$ cat src/rtl/reroute_tag_conv.sv
module reroute_tag_conv #(
  parameter int N_STAGES = 3
) (
  input  logic                           clk,
  input  logic                           rst_n,
  input  logic                           req_i,
  input  logic                           dir_up_i,
  input  logic [2*(N_STAGES+1)-1:0]      down_tag_i,
  input  logic [2*(N_STAGES+1)-1:0]      up_tag_i,
  input  logic [$clog2(N_STAGES+2)-1:0]  stage_i,
  output logic                           vld_o,
  output logic [2*(N_STAGES+1)-1:0]      tag_o,
  output logic                           dir_up_o,
  output logic                           back_o,
  output logic                           err_o
);
  localparam int TW = 2*(N_STAGES+1);

  logic [TW-1:0] cur, oth, nxt;
  logic          err_c, back_c;

  assign cur = dir_up_i ? up_tag_i   : down_tag_i;
  assign oth = dir_up_i ? down_tag_i : up_tag_i;

  always_comb begin
    int s;
    logic [1:0] dig, nd;
    s      = int'(stage_i);
    nxt    = cur;
    err_c  = 1'b0;
    back_c = 1'b0;
    dig    = 2'd0;
    nd     = 2'd0;
    if (s == 0 || s > N_STAGES) begin
      err_c = 1'b1;
    end else if (s == 1) begin
      if (cur[1] || cur[3]) err_c = 1'b1;
      else begin
        nxt[1:0] = {1'b0, ~cur[0]};
        for (int k = 2; k <= N_STAGES; k++) nxt[2*k +: 2] = oth[2*k +: 2];
      end
    end else begin
      dig = cur[2*s +: 2];
      case (dig)
        2'd1:    nd = 2'd2;
        2'd2:    nd = 2'd1;
        2'd0:    begin nd = oth[2*s +: 2]; back_c = 1'b1; end
        default: err_c = 1'b1;
      endcase
      if (!err_c)
        for (int k = 2; k <= N_STAGES; k++) begin
          if (k == s)     nxt[2*k +: 2] = nd;
          else if (k > s) nxt[2*k +: 2] = oth[2*k +: 2];
        end
    end
  end

  always_ff @(posedge clk) begin
    if (!rst_n) begin
      vld_o    <= 1'b0;
      tag_o    <= '0;
      dir_up_o <= 1'b0;
      back_o   <= 1'b0;
      err_o    <= 1'b0;
    end else begin
      vld_o <= req_i;
      if (req_i) begin
        tag_o    <= err_c ? cur : nxt;
        dir_up_o <= err_c ? dir_up_i : ~dir_up_i;
        back_o   <= err_c ? 1'b0 : back_c;
        err_o    <= err_c;
      end
    end
  end

  a_r1_vld_after_req: assert property (@(posedge clk) disable iff (!rst_n)
    req_i |=> vld_o);
  a_r1_hold_when_idle: assert property (@(posedge clk) disable iff (!rst_n)
    !req_i |=> (!vld_o && $stable(tag_o) && $stable(dir_up_o)));
  a_r6_dir_flips: assert property (@(posedge clk) disable iff (!rst_n)
    req_i |=> (err_o || dir_up_o != $past(dir_up_i)));
  a_r7_err_keeps_dir: assert property (@(posedge clk) disable iff (!rst_n)
    req_i |=> (!err_o || (dir_up_o == $past(dir_up_i) && !back_o)));
  a_r7_bad_stage_err: assert property (@(posedge clk) disable iff (!rst_n)
    (req_i && (stage_i == '0 || int'(stage_i) > N_STAGES)) |=> err_o);
endmodule

$ cat config.mk
export PLATFORM = sky130hd
export DESIGN_NAME = reroute_tag_conv
export DESIGN_NICKNAME = d
export VERILOG_FILES = /design/src/rtl/reroute_tag_conv.sv
export SDC_FILE = /design/constraint.sdc
export NUM_CORES = 1
export LEC_CHECK = 0
export ABC_AREA = 1
export BUFFER_PORTS_ARGS = -buffer_cell sky130_fd_sc_hd__buf_2
export CORE_AREA = 4 4 65 67
export CTS_CLUSTER_DIAMETER = 50
export DETAILED_ROUTE_END_ITERATION = 10
export DIE_AREA = 0 0 69 71
export REMOVE_ABC_BUFFERS = 1
export SLEW_MARGIN = 20
export SYNTH_ARGS = -nofsm -noshare
export SYNTH_HDL_FRONTEND = slang
export SYNTH_SLANG_ARGS = --single-unit
$ cat constraint.sdc
create_clock -name clk -period 1.47 [get_ports clk]
set_clock_uncertainty 0.1 [all_clocks]
set_input_delay 0.2205 -clock clk [delete_from_list [all_inputs] [get_ports clk]]
set_output_delay 0.2205 -clock clk [all_outputs]
set_load 0.05 [all_outputs]
# Word-level counts from Yosys, hierarchy flattened
# Index checks and enable logic that the tools add are counted.
# word_totals
ff_bits,12
input_bits,23
output_inout_bits,12
# op_classes
magnitude_cmp,3
n_eq_ne,5
n_shift,2
n_mux,26
bitwise,2
n_reduce_logical,5
# ops
operator,count
$mux 8,3
$mux 4,4
$shiftx 8x5->2,2
$mux 2,7
$mux 1,11
$eq 3x3->1 const A,2
$gt 2x3->1 const A,2
$pmux 2 s3,1
$eq 3x2->1 const B,1
$gt 3x2->1 const B,1
$logic_not 3->1,1
$reduce_or 3->1,1
$eq 2x1->1 const B,1
$eq 2x2->1 const B,1
$logic_not 2->1,1
$logic_or 1x1->1,2
$not 1->1,2

# Depth between registers and ports, before layout
# Gate-level depths: netlist (run 1).
# depth
ltp_word,11
depth_mapped,16
mapped_depth_nobuf,15

# Least setup slack after synthesis (run 1)
# No wires, ideal clock.
# synth_timing
kind,input -> register
start,input dir_up_i
end,register err_o
setup_ps,117
arrival_time_ps,1327
required_time_ps,1253
path_slack_ps,-73
cell_stages,16
path_buffers,2
cell_sequence,buf_6 > inv_6 > buf_6 > nand2_2 > nand3_1 > nand2_1 > inv_2 > nand2_4 > nand3_4 > nand2_2 > nand2_2 > nand2_4 > inv_1 > nand2_1 > o211ai_1 > inv_1
# synth_between
elab_chain_len,9
word_cells_on_any_way,13
cone_classes,eq/ne (2); shift (1); mux (7); reduce/logical (3)
# synth_rtl
item,line_no,rtl
start: declaration,7,"input logic dir_up_i,"
$mux 8 (*),22,assign cur = dir_up_i ? up_tag_i : down_tag_i;
$shiftx 8x5->2,43,dig = cur[2*s +: 2];
"$eq 2x2->1, or another cell as far along",44,case (dig)
$reduce_or 3->1 (no source line),--,
$mux 1,44,
$mux 1,36,end else if (s == 1) begin
$mux 1,34,if (s == 0 || s > N_STAGES) begin
$mux 1 (*),36,
$mux 1 (*),34,
end signal: assignment,71,err_o <= err_c;
end: declaration,15,output logic err_o
# Mark *: on every way between the ends. The rest lies on a longest branch, timed or not. The select of a mux whose other input is x is not followed.
# A chain may end at the register's enable or synchronous reset.

# Worst setup path in the final report (run 1)
# layout_timing
start,input dir_up_i
end,register tag_o[7]
# layout_between
elab_chain_len,11
word_cells_on_any_way,23
cone_classes,eq/ne (2); shift (2); mux (16); reduce/logical (3)
# layout_rtl
item,line_no,rtl
$mux 8,22,
$shiftx 8x5->2,43,
"$eq 2x2->1, or another cell as far along",44,
$reduce_or 3->1 (no source line),--,
$mux 1,44,
$mux 1,36,
$mux 1,34,
$mux 4,50,if (!err_c)
$mux 4,36,
$mux 4,34,
$mux 8 (*),68,tag_o <= err_c ? cur : nxt;
end signal: assignment,68,
end: declaration,12,"output logic [2*(N_STAGES+1)-1:0] tag_o,"
# Marks and branches as above.

==> impl_metrics.json, run 1 <==
{
  "io_pins": 35,
  "slew_headroom_pct": 75.0,
  "synth_cell_types": 20,
  "drt-pass1-iter-count": 4,
  "die_area_sq_um": 4900,
  "muxShareOfSynthArea_pct": 0,
  "insertion_delay_ns": 0.24,
  "fillCellCount": 387,
  "synthAdderAreaFrac_pct": 0,
  "vias_per_cell": 4.44,
  "ys_seq_elements": 12,
  "cts_hold_repair.buffers": 0,
  "end_kind": "flop",
  "grt_max_degree": 17,
  "synthCells": 228,
  "initial_utilization_pct": 33.3,
  "tightestPinTransition_ns": 0.375,
  "cts_buffers": 3,
  "antennaDiodeCount": 0,
  "grt_use_total_pct": 13.4,
  "final-hold-violation-count": 0,
  "synth-warning-count": 0,
  "path_clk_slew_ns": 0.05,
  "antenna_left": 0,
  "dp_hpwl_um": 2770,
  "drc": 0,
  "routabilityCongestion": 0.876,
  "vdd_ir_drop_max_mv": 0.320,
  "fin_crit_sh_pct": 100,
  "cp.arrival_ns": 1.54,
  "design.core.area_sq_um": 3630,
  "setup_viol": 0,
  "nets": 327,
  "grt_first_pass_wirelength_um": 5710,
  "cts_buffer_depth": 2,
  "die_w_um": 69,
  "status": "completed",
  "port_buffers": 34,
  "cts_sinks": 12,
  "routedWlPerCell_um": 10.4,
  "dr.first_iter.drc_count": 56,
  "powerDensity_nw_per_um2": 665,
  "wirelength_um": 3660,
  "mostFrequentLayoutCell": "nand2_1",
  "ys_seq_area_share_pct": 19.8,
  "finalNonFillerCells": 351,
  "synthXorXnorAreaFrac_pct": 0.723,
  "die_h_um": 71,
  "crit_fanout": 8,
  "dp.cells": 340,
  "drive_above_1_share_pct": 44.6,
  "cts_tree": "done",
  "reg2reg_slack_ns": 0.72,
  "required_ns": 1.54,
  "slew_viol_final": 0,
  "max_cap_viol_count": 0,
  "std_cell_rows": 22,
  "syn_avg_cell_area_sq_um": 5.31,
  "crit_path_start_kind": "input port",
  "synth-simple-area-share_pct": 50.0,
  "antenna_found_initial": 0,
  "worstSetupPathType": "input port to flop",
  "synth-compound-area-share_pct": 15.4,
  "postLayoutCoreUtil_pct": 55.3,
  "grt_pass1_vias": 1384,
  "max_freq_ghz": 0.680,
  "final_cell_mix": "nand2_1 (83), buf_4 (37), buf_2 (31), inv_1 (24), nand2_2 (15)",
  "synth_area_sq_um": 1210,
  "synthToLayoutAreaGrowth_pct": 65.9,
  "cts_root_buf": "clkbuf_8",
  "hold_class": "input port to flop",
  "htreeDepth": 1,
  "p_leak_nw": 1.12,
  "synth_top_family_by_area": "simple AND/OR/NAND/NOR gates",
  "rsz0062_at_grt": "yes",
  "vias": 1560,
  "fin_crit_ns": 1.47,
  "grt.overflow.total": 0
}
## registers in the layout, summed over array words and instances, names as in the netlist
signal,count
back_o,1
dir_up_o,1
err_o,1
tag_o,8
vld_o,1
## layer usage
metal  GRT usage (%)  up-vias  share of wire [%]  wire, um
li1                -      856                  -         -
met1            17.8      671                 47      1730
met2            23.7       27                 48      1760
met3           0.284        6                3.1       113
met4            3.90        0                1.5        54
met5               0        -                  0         0
## kinds of logic (layout without fill, tap and decap cells)
family | after synthesis | in the layout
AND/OR/NAND/NOR | 141 | 142
buffers and inverters | 38 | 112
AO/OA/AOI/OAI | 36 | 36
flip-flops | 12 | 12
XOR/XNOR | 1 | 1
## repair_timing
| item | in CTS | in global routing |
|---|---|---|
| setup buffers | 1 | 3 |
| resized for setup | 13 | 56 |
| pin swaps | 3 | 20 |
| endpoints found under the setup margin | 6 | 6 |
| hold endpoints to repair | 0 | 0 |
| gates cloned | 1 | 2 |
## cells in the mapped netlist, drive strengths merged
cell,instances,area share [%]
nand2,110,36
inv,33,11
a21oi,18,7.4
nor2,18,6.8
o21ai,15,6.2
dfxtp,12,20
nand3,10,5.2
buf,3,2.8
clkbuf,2,0.62
nand4,2,1.0
o211ai,2,1.2
a31oi,1,0.52
nor3,1,0.83
xnor2,1,0.72
## where the power goes
part           total (mW)  switching, mW  internal, mW  leakage (nW)
Clock               0.352          0.116         0.236        0.0288
Sequential          0.360         0.0102         0.350        0.0994
Combinational       0.623          0.373         0.250         0.990
## per-stage QoR
stage | power, mW | setup slack, ns | TNS [ns] | hold WS, ns | instance area (sq um)
6_report | 1.34 | 0.000192 | 0 | 0.145 | 2010
5_1_grt | 1.42 | -0.102 | -0.393 | 0.183 | 2010
4_1_cts | 1.26 | 0.00215 | 0 | 0.147 | 1780
2_1_floorplan | 0.677 | 0.0475 | 0 | 0.214 | 1170
3_5_place_dp | 0.884 | -0.376 | -2.46 | 0.353 | 1660
3_3_place_gp | 0.883 | -0.342 | -2.20 | 0.354 | 1660
## worst paths after layout
kind	start	end	cells after the start
hold / removal	rst_n	vld_o	3
hold reg to reg	tag_o[4]	tag_o[4]	2
setup reg to reg	tag_o[2]	tag_o[2]	4
setup / recovery	dir_up_i	tag_o[7]	15
## critical path, cell delays in order
cell     delay (ns)
buf_12         0.12
buf_8          0.14
nand2_4        0.06
nand2_4        0.06
nand2_4        0.06
nand2_2        0.04
inv_2          0.06
nand2_4        0.06
nand3_4        0.12
nand2_4        0.07
nand2_4        0.11
nand2_8        0.08
a21oi_2        0.14
nand2_1        0.07
a21oi_1        0.13
## final cells by class
type | count | area (sq um) | share of cell area (%)
multi-input cells | 179 | 978 | 48.7
clock buffers | 4 | 55.1 | 2.74
inverters | 33 | 136 | 6.79
well taps | 48 | 60.1 | 2.99
repair inverters | 1 | 8.76 | 0.436
flip-flops and latches | 12 | 240 | 12.0
repair buffers | 74 | 531 | 26.4
(Power assumes the default switching activity.)
==> run 2: changes to the inputs <==
--- a/config.mk
+++ b/config.mk
@@ -5,12 +5,11 @@
 export SDC_FILE = /design/constraint.sdc
 export NUM_CORES = 1
 export LEC_CHECK = 0
-export ABC_AREA = 1
 export BUFFER_PORTS_ARGS = -buffer_cell sky130_fd_sc_hd__buf_2
-export CORE_AREA = 4 4 65 67
+export CORE_AREA = 4 4 71 73
 export CTS_CLUSTER_DIAMETER = 50
 export DETAILED_ROUTE_END_ITERATION = 10
-export DIE_AREA = 0 0 69 71
+export DIE_AREA = 0 0 75 77
 export REMOVE_ABC_BUFFERS = 1
 export SLEW_MARGIN = 20
 export SYNTH_ARGS = -nofsm -noshare
==> run 2 against run 1 <==
  * The run now ends with setup timing left
  * Via count increased by 6.2%
  * Global-route usage grew 3.7 points
  * Clock power up 2%
  * Sequential power rose by 1%
  * First-iteration DRC count rose to 3.0 times the previous value
  * Critical path type unchanged
  * Critical endpoint is now tag_o[6]
==> impl_metrics.json, run 2 <==
{
  "status": "complete, but fails checks",
  "violations": "setup timing",
  "powerDensity_nw_per_um2": 640,
  "slew_viol_final": 0,
  "worstHoldEndpoint": "back_o",
  "hold_path_startpoint": "rst_n",
  "post-synth-top-area-cell": "dfxtp_1",
  "setup_viol": 6,
  "max_freq_ghz": 0.624,
  "drt-pass1-iter-count": 4,
  "tightestPinTransition_ns": 0.332,
  "reg2reg_to": "tag_o[7]",
  "fin_crit_ns": 1.60,
  "grt_first_pass_wirelength_um": 7780,
  "htreeDepth": 1,
  "std_cell_rows": 24,
  "end_kind": "flop",
  "largest_register_ffs": 8,
  "p_total_mw": 1.46,
  "fin_tns_setup_ns": -0.535,
  "synth_cell_types": 50,
  "grt_pass1_vias": 1592,
  "max_cap_viol_count": 0,
  "finalInstanceArea_sq_um": 2270,
  "crit_fanout": 4,
  "whs_path_depth": 2,
  "port_buffers": 34,
  "fillCellCount": 398,
  "synth-warning-count": 0,
  "reg2reg_slack_ns": 0.48,
  "hold_class": "input port to flop",
  "crit-reg2reg-launch": "tag_o[7]",
  "yosysMostFrequentCell": "dfxtp_1",
  "slew_headroom_pct": 77.2,
  "nets": 263,
  "design.core.area_sq_um": 4350,
  "die_h_um": 77,
  "final-hold-violation-count": 0,
  "cts_buffer_depth": 2,
  "routedWlPerCell_um": 17.0,
  "ys_seq_area_share_pct": 16.3,
  "dp_hpwl_um": 3780,
  "worst_slack_ns": -0.132,
  "vias": 1656,
  "synth_edf_count": 0,
  "syn_avg_cell_area_sq_um": 9.27,
  "drc": 0,
  "top_register": "tag_o",
  "cts_tree": "done",
  "die_w_um": 75,
  "vias_per_cell": 5.69,
  "path_clk_slew_ns": 0.05,
  "synth_area_sq_um": 1470,
  "synthToLayoutAreaGrowth_pct": 54.2,
  "rsz0062_at_grt": "yes",
  "cts_sinks": 12,
  "grt.overflow.total": 0,
  "cts_buffers": 3,
  "crit_path_start_kind": "input port",
  "postLayoutCoreUtil_pct": 52.2,
  "reg2reg_depth": 3,
  "grt_max_degree": 20,
  "antenna_found_initial": 0,
  "mostFrequentLayoutCell": "buf_4",
  "cp.arrival_ns": 1.62,
  "antenna_left": 0,
  "vdd_ir_drop_max_mv": 0.410,
  "ys_seq_elements": 12,
  "fin_crit_sh_pct": 109,
  "cts_hold_repair.buffers": 0,
  "cts_root_buf": "clkbuf_8",
  "wirelength_um": 4960,
  "yosys-top-cells-count": "dfxtp_1 (12), a21oi_1 (10), nand2_1 (10), nor2_1 (10), mux2i_1 (8)",
  "placed_area_sq_um": 1940,
  "die_area_sq_um": 5780,
  "ys.flop_type": "dfxtp_1",
  "ys_top_cells_by_area": "dfxtp_1 (16%), mux4_2 (9.2%), clkbuf_8 (5.6%)",
  "final_cell_mix": "buf_4 (51), buf_2 (23), buf_6 (14), dfxtp_1 (12), nor2_1 (10)",
  "dr.first_iter.drc_count": 168,
  "synth_top_area_share_pct": 16.3,
  "drive_above_1_share_pct": 56.1,
  "insertion_delay_ns": 0.24,
  "initial_utilization_pct": 33.9,
  "grt_use_total_pct": 17.1,
  "synthCells": 159,
  "io_pins": 35,
  "p_leak_nw": 0.974,
  "synth_async_sr_flop_share_pct": 0,
  "worstSetupPathType": "input port to flop",
  "antennaDiodeCount": 0,
  "routabilityCongestion": 0.899,
  "required_ns": 1.49
}
run 2: cell count changes in the layout (fill, tap and decap cells not counted), sizes merged, moves of 6 or more:
cell,before,now
a21oi,18,11
inv,33,1
nand3,10,3
nor2b,0,6
buf,72,91
nand2,111,10
nor2,18,10
o21ai,15,7
mux4,0,9
mux2i,0,10
run 2: final cells by class:
type | instances | area (sq um) | share of cell area (%)
well taps | 52 | 65.1 | 2.86
flip-flops and latches | 12 | 240 | 10.6
repair buffers | 91 | 711 | 31.3
inverters | 2 | 7.51 | 0.330
multi-input cells | 130 | 1190 | 52.6
clock buffers | 4 | 55.1 | 2.42
run 2: worst max-delay path by stage:
stage	from	endpoint	slack (ns)	cells after the start
final	down_tag_i[7]	tag_o[6]	-0.13	7
after global routing	down_tag_i[7]	tag_o[7]	-0.18	7
after CTS	down_tag_i[7]	tag_o[6]	-0.10	7
after detailed placement	stage_i[1]	tag_o[6]	-0.57	6
after global placement	stage_i[0]	tag_o[6]	-0.52	7
after floorplan	stage_i[1]	tag_o[6]	-0.16	5
run 2: stage by stage:
| stage | hold WS, ns | setup WS (ns) | std cells |
|---|---|---|---|
| final | 0.134 | -0.132 | 291 |
| after global placement | 0.379 | -0.525 | 281 |
| after global routing | 0.135 | -0.184 | 291 |
| after CTS | 0.133 | -0.102 | 286 |
| after floorplan | 0.216 | -0.156 | 144 |
| after detailed placement | 0.378 | -0.571 | 281 |
run 2: power by group:
part	switching, mW	total, mW	internal (mW)
sequential	0.0122	0.364	0.352
clock	0.123	0.360	0.237
combinational	0.383	0.732	0.349
total	0.518	1.46	0.938
run 2: what timing repair did:
action / 4_1_cts / 5_1_grt
setup buffers: 1 / 5
resized for setup: 35 / 22
gates cloned: 0 / 0
pin swaps: 12 / 8
hold endpoints to repair: 0 / 0
setup endpoints to repair: 8 / 7
run 2: cell families (layout without fill, tap and decap cells):
family / count (synthesis) / count (layout) / share of synthesized area, %
multiplexers: 23 / 23 / 25.5
AND/OR/NAND/NOR: 48 / 48 / 18.5
flip-flops: 12 / 12 / 16.3
XOR/XNOR: 2 / 2 / 1.19
AO/OA/AOI/OAI: 57 / 57 / 27.7
buffers and inverters: 17 / 97 / 10.9
run 2: worst max-delay path: stages:
cell	delay (ns)
buf_8	0.10
buf_6	0.11
mux4_2	0.48
mux2i_4	0.26
nand2_2	0.13
a311oi_2	0.22
o32ai_1	0.10
run 2: routing by layer:
layer / global-route usage [%] / share of wire [%] / vias to the layer above
met1: 23.4 / 45 / 790
met4: 6.41 / 3.4 / 0
met2: 26.5 / 47 / 57
li1: - / - / 793
met5: 0 / 0 / -
met3: 2.88 / 4.5 / 16
==> run 3: changes to the inputs <==
--- a/config.mk
+++ b/config.mk
@@ -15,3 +15,4 @@
 export SYNTH_ARGS = -nofsm -noshare
 export SYNTH_HDL_FRONTEND = slang
 export SYNTH_SLANG_ARGS = --single-unit
+export TNS_END_PERCENT = 5
==> run 3 against run 2 <==
  * The run still ends with setup timing left
  * Critical path depth stayed put
  * Non-clock buffer count is 5 lower
  * Largest cell class unchanged
  * Global-route usage is 0.44 points lower
  * Largest power group unchanged
  * Power is 3.1% lower
==> impl_metrics.json, run 3 (synthesized netlist as in run 2, its figures left out) <==
{
  "synthToLayoutAreaGrowth_pct": 48.3,
  "cts_root_buf": "clkbuf_8",
  "final-hold-violation-count": 0,
  "end_kind": "flop",
  "antennaDiodeCount": 0,
  "routabilityCongestion": 0.899,
  "fin_crit_ns": 1.59,
  "drc": 0,
  "dr.first_iter.drc_count": 145,
  "cts_sinks": 12,
  "routedWlPerCell_um": 16.5,
  "cts_hold_repair.buffers": 0,
  "fin_crit_sh_pct": 108,
  "dp_hpwl_um": 3780,
  "top_register": "tag_o",
  "drive_above_1_share_pct": 53.4,
  "antenna_left": 0,
  "path_clk_slew_ns": 0.05,
  "drt-pass1-iter-count": 4,
  "reg2reg_slack_ns": 0.48,
  "cp_top_family": "multiplexers",
  "p_leak_nw": 0.936,
  "setup_viol": 5,
  "grt_use_total_pct": 16.7,
  "fillCellCount": 413,
  "vias_per_cell": 5.57,
  "cts_buffers": 3,
  "mostFrequentLayoutCell": "buf_4",
  "initial_utilization_pct": 33.9,
  "detailedPlace.worstSlack_ns": -0.571,
  "p_total_mw": 1.41,
  "io_pins": 35,
  "max_cap_viol_count": 0,
  "slew_headroom_pct": 76.6,
  "violations": "setup timing",
  "insertion_delay_ns": 0.24,
  "std_cell_rows": 24,
  "status": "complete, but fails checks",
  "vdd_ir_drop_max_mv": 0.409,
  "crit_fanout": 4,
  "tightestPinTransition_ns": 0.347,
  "crit_path_start_kind": "input port",
  "cts_tree": "done",
  "die_h_um": 77,
  "grt_max_degree": 20,
  "worstPathCellList": "buf_8 -> buf_6 -> mux4_2 -> mux2i_4 -> nand2_2 -> a311oi_2 -> o32ai_1",
  "design.core.area_sq_um": 4350,
  "cts_buffer_depth": 2,
  "antenna_found_initial": 0,
  "slew_viol_final": 0,
  "port_buffers": 34,
  "die_w_um": 75,
  "powerDensity_nw_per_um2": 646,
  "wirelength_um": 4710,
  "nets": 258,
  "hold_class": "input port to flop",
  "max_freq_ghz": 0.629,
  "die_area_sq_um": 5780,
  "worstSetupPathType": "input port to flop",
  "grt_first_pass_wirelength_um": 7610,
  "final_cell_mix": "buf_4 (51), buf_2 (23), dfxtp_1 (12), nor2_1 (10), buf_6 (10)",
  "grt_pass1_vias": 1547,
  "required_ns": 1.49,
  "critical_path.max_stage_delay_ns": 0.48,
  "largest_register_ffs": 8,
  "postLayoutCoreUtil_pct": 50.2,
  "critPathSlowestCell": "mux4_2",
  "cp.arrival_ns": 1.61,
  "grt.overflow.total": 0,
  "htreeDepth": 1,
  "path_buf_inv": 2,
  "worst_slack_ns": -0.120,
  "vias": 1594,
  "rsz0062_at_grt": "yes"
}
## run 3: changes by cell type in the layout (fill, tap and decap cells not counted), sizes merged
cell  before  now
buf       91   86
## run 3: worst reg2reg max path, cell delays in order, from the launching register on
cell and delay, ns:
dfxtp_1 0.31, nor2b_1 0.12, a31oi_1 0.21, o32ai_2 0.12
## run 3: worst paths after layout
check	start	endpoint	depth (start not counted)
worst min register to register	tag_o[3]	tag_o[3]	2
worst max-delay path	down_tag_i[7]	tag_o[6]	7
worst min-delay path	rst_n	back_o	2
worst max register to register	tag_o[7]	tag_o[7]	3
## run 3: report_power, final
part	leakage, nW	switching [mW]	internal (mW)	total [mW]
clock	0.0288	0.120	0.236	0.356
sequential	0.0993	0.0123	0.352	0.364
combinational	0.808	0.367	0.323	0.690
total	0.936	0.499	0.912	1.41
## run 3: metrics by stage
step | instances | TNS (ns) | cell area, sq um | hold slack, ns
CTS | 285 | -0.413 | 2080 | 0.133
finish | 286 | -0.364 | 2190 | 0.137
detailed placement | 281 | -3.57 | 1940 | 0.378
floorplan | 144 | -0.384 | 1320 | 0.216
global placement | 281 | -3.37 | 1940 | 0.379
global route | 286 | -0.694 | 2190 | 0.135
## run 3: area by class of cell
| class | count | area [sq um] | share of cell area (%) |
|---|---|---|---|
| repair buffers | 86 | 646 | 29.5 |
| clock buffers | 4 | 55.1 | 2.52 |
| well taps | 52 | 65.1 | 2.98 |
| multi-input cells | 130 | 1170 | 53.6 |
| flip-flops and latches | 12 | 240 | 11.0 |
| inverters | 2 | 7.51 | 0.343 |
## run 3: repair_timing
action / CTS / global route
cloned: 0 / 0
endpoints found under the setup margin: 8 / 7
buffers inserted: 0 / 1
gates resized for setup: 24 / 22
pin swaps: 10 / 6
## run 3: layer usage
metal  up-vias  wire (um)  GRT usage (%)
li1        783          -              -
met3        10        182           2.48
met2        42       2260           25.4
met1       759       2180           23.7
met5         -          0              0
met4         0         91           5.34
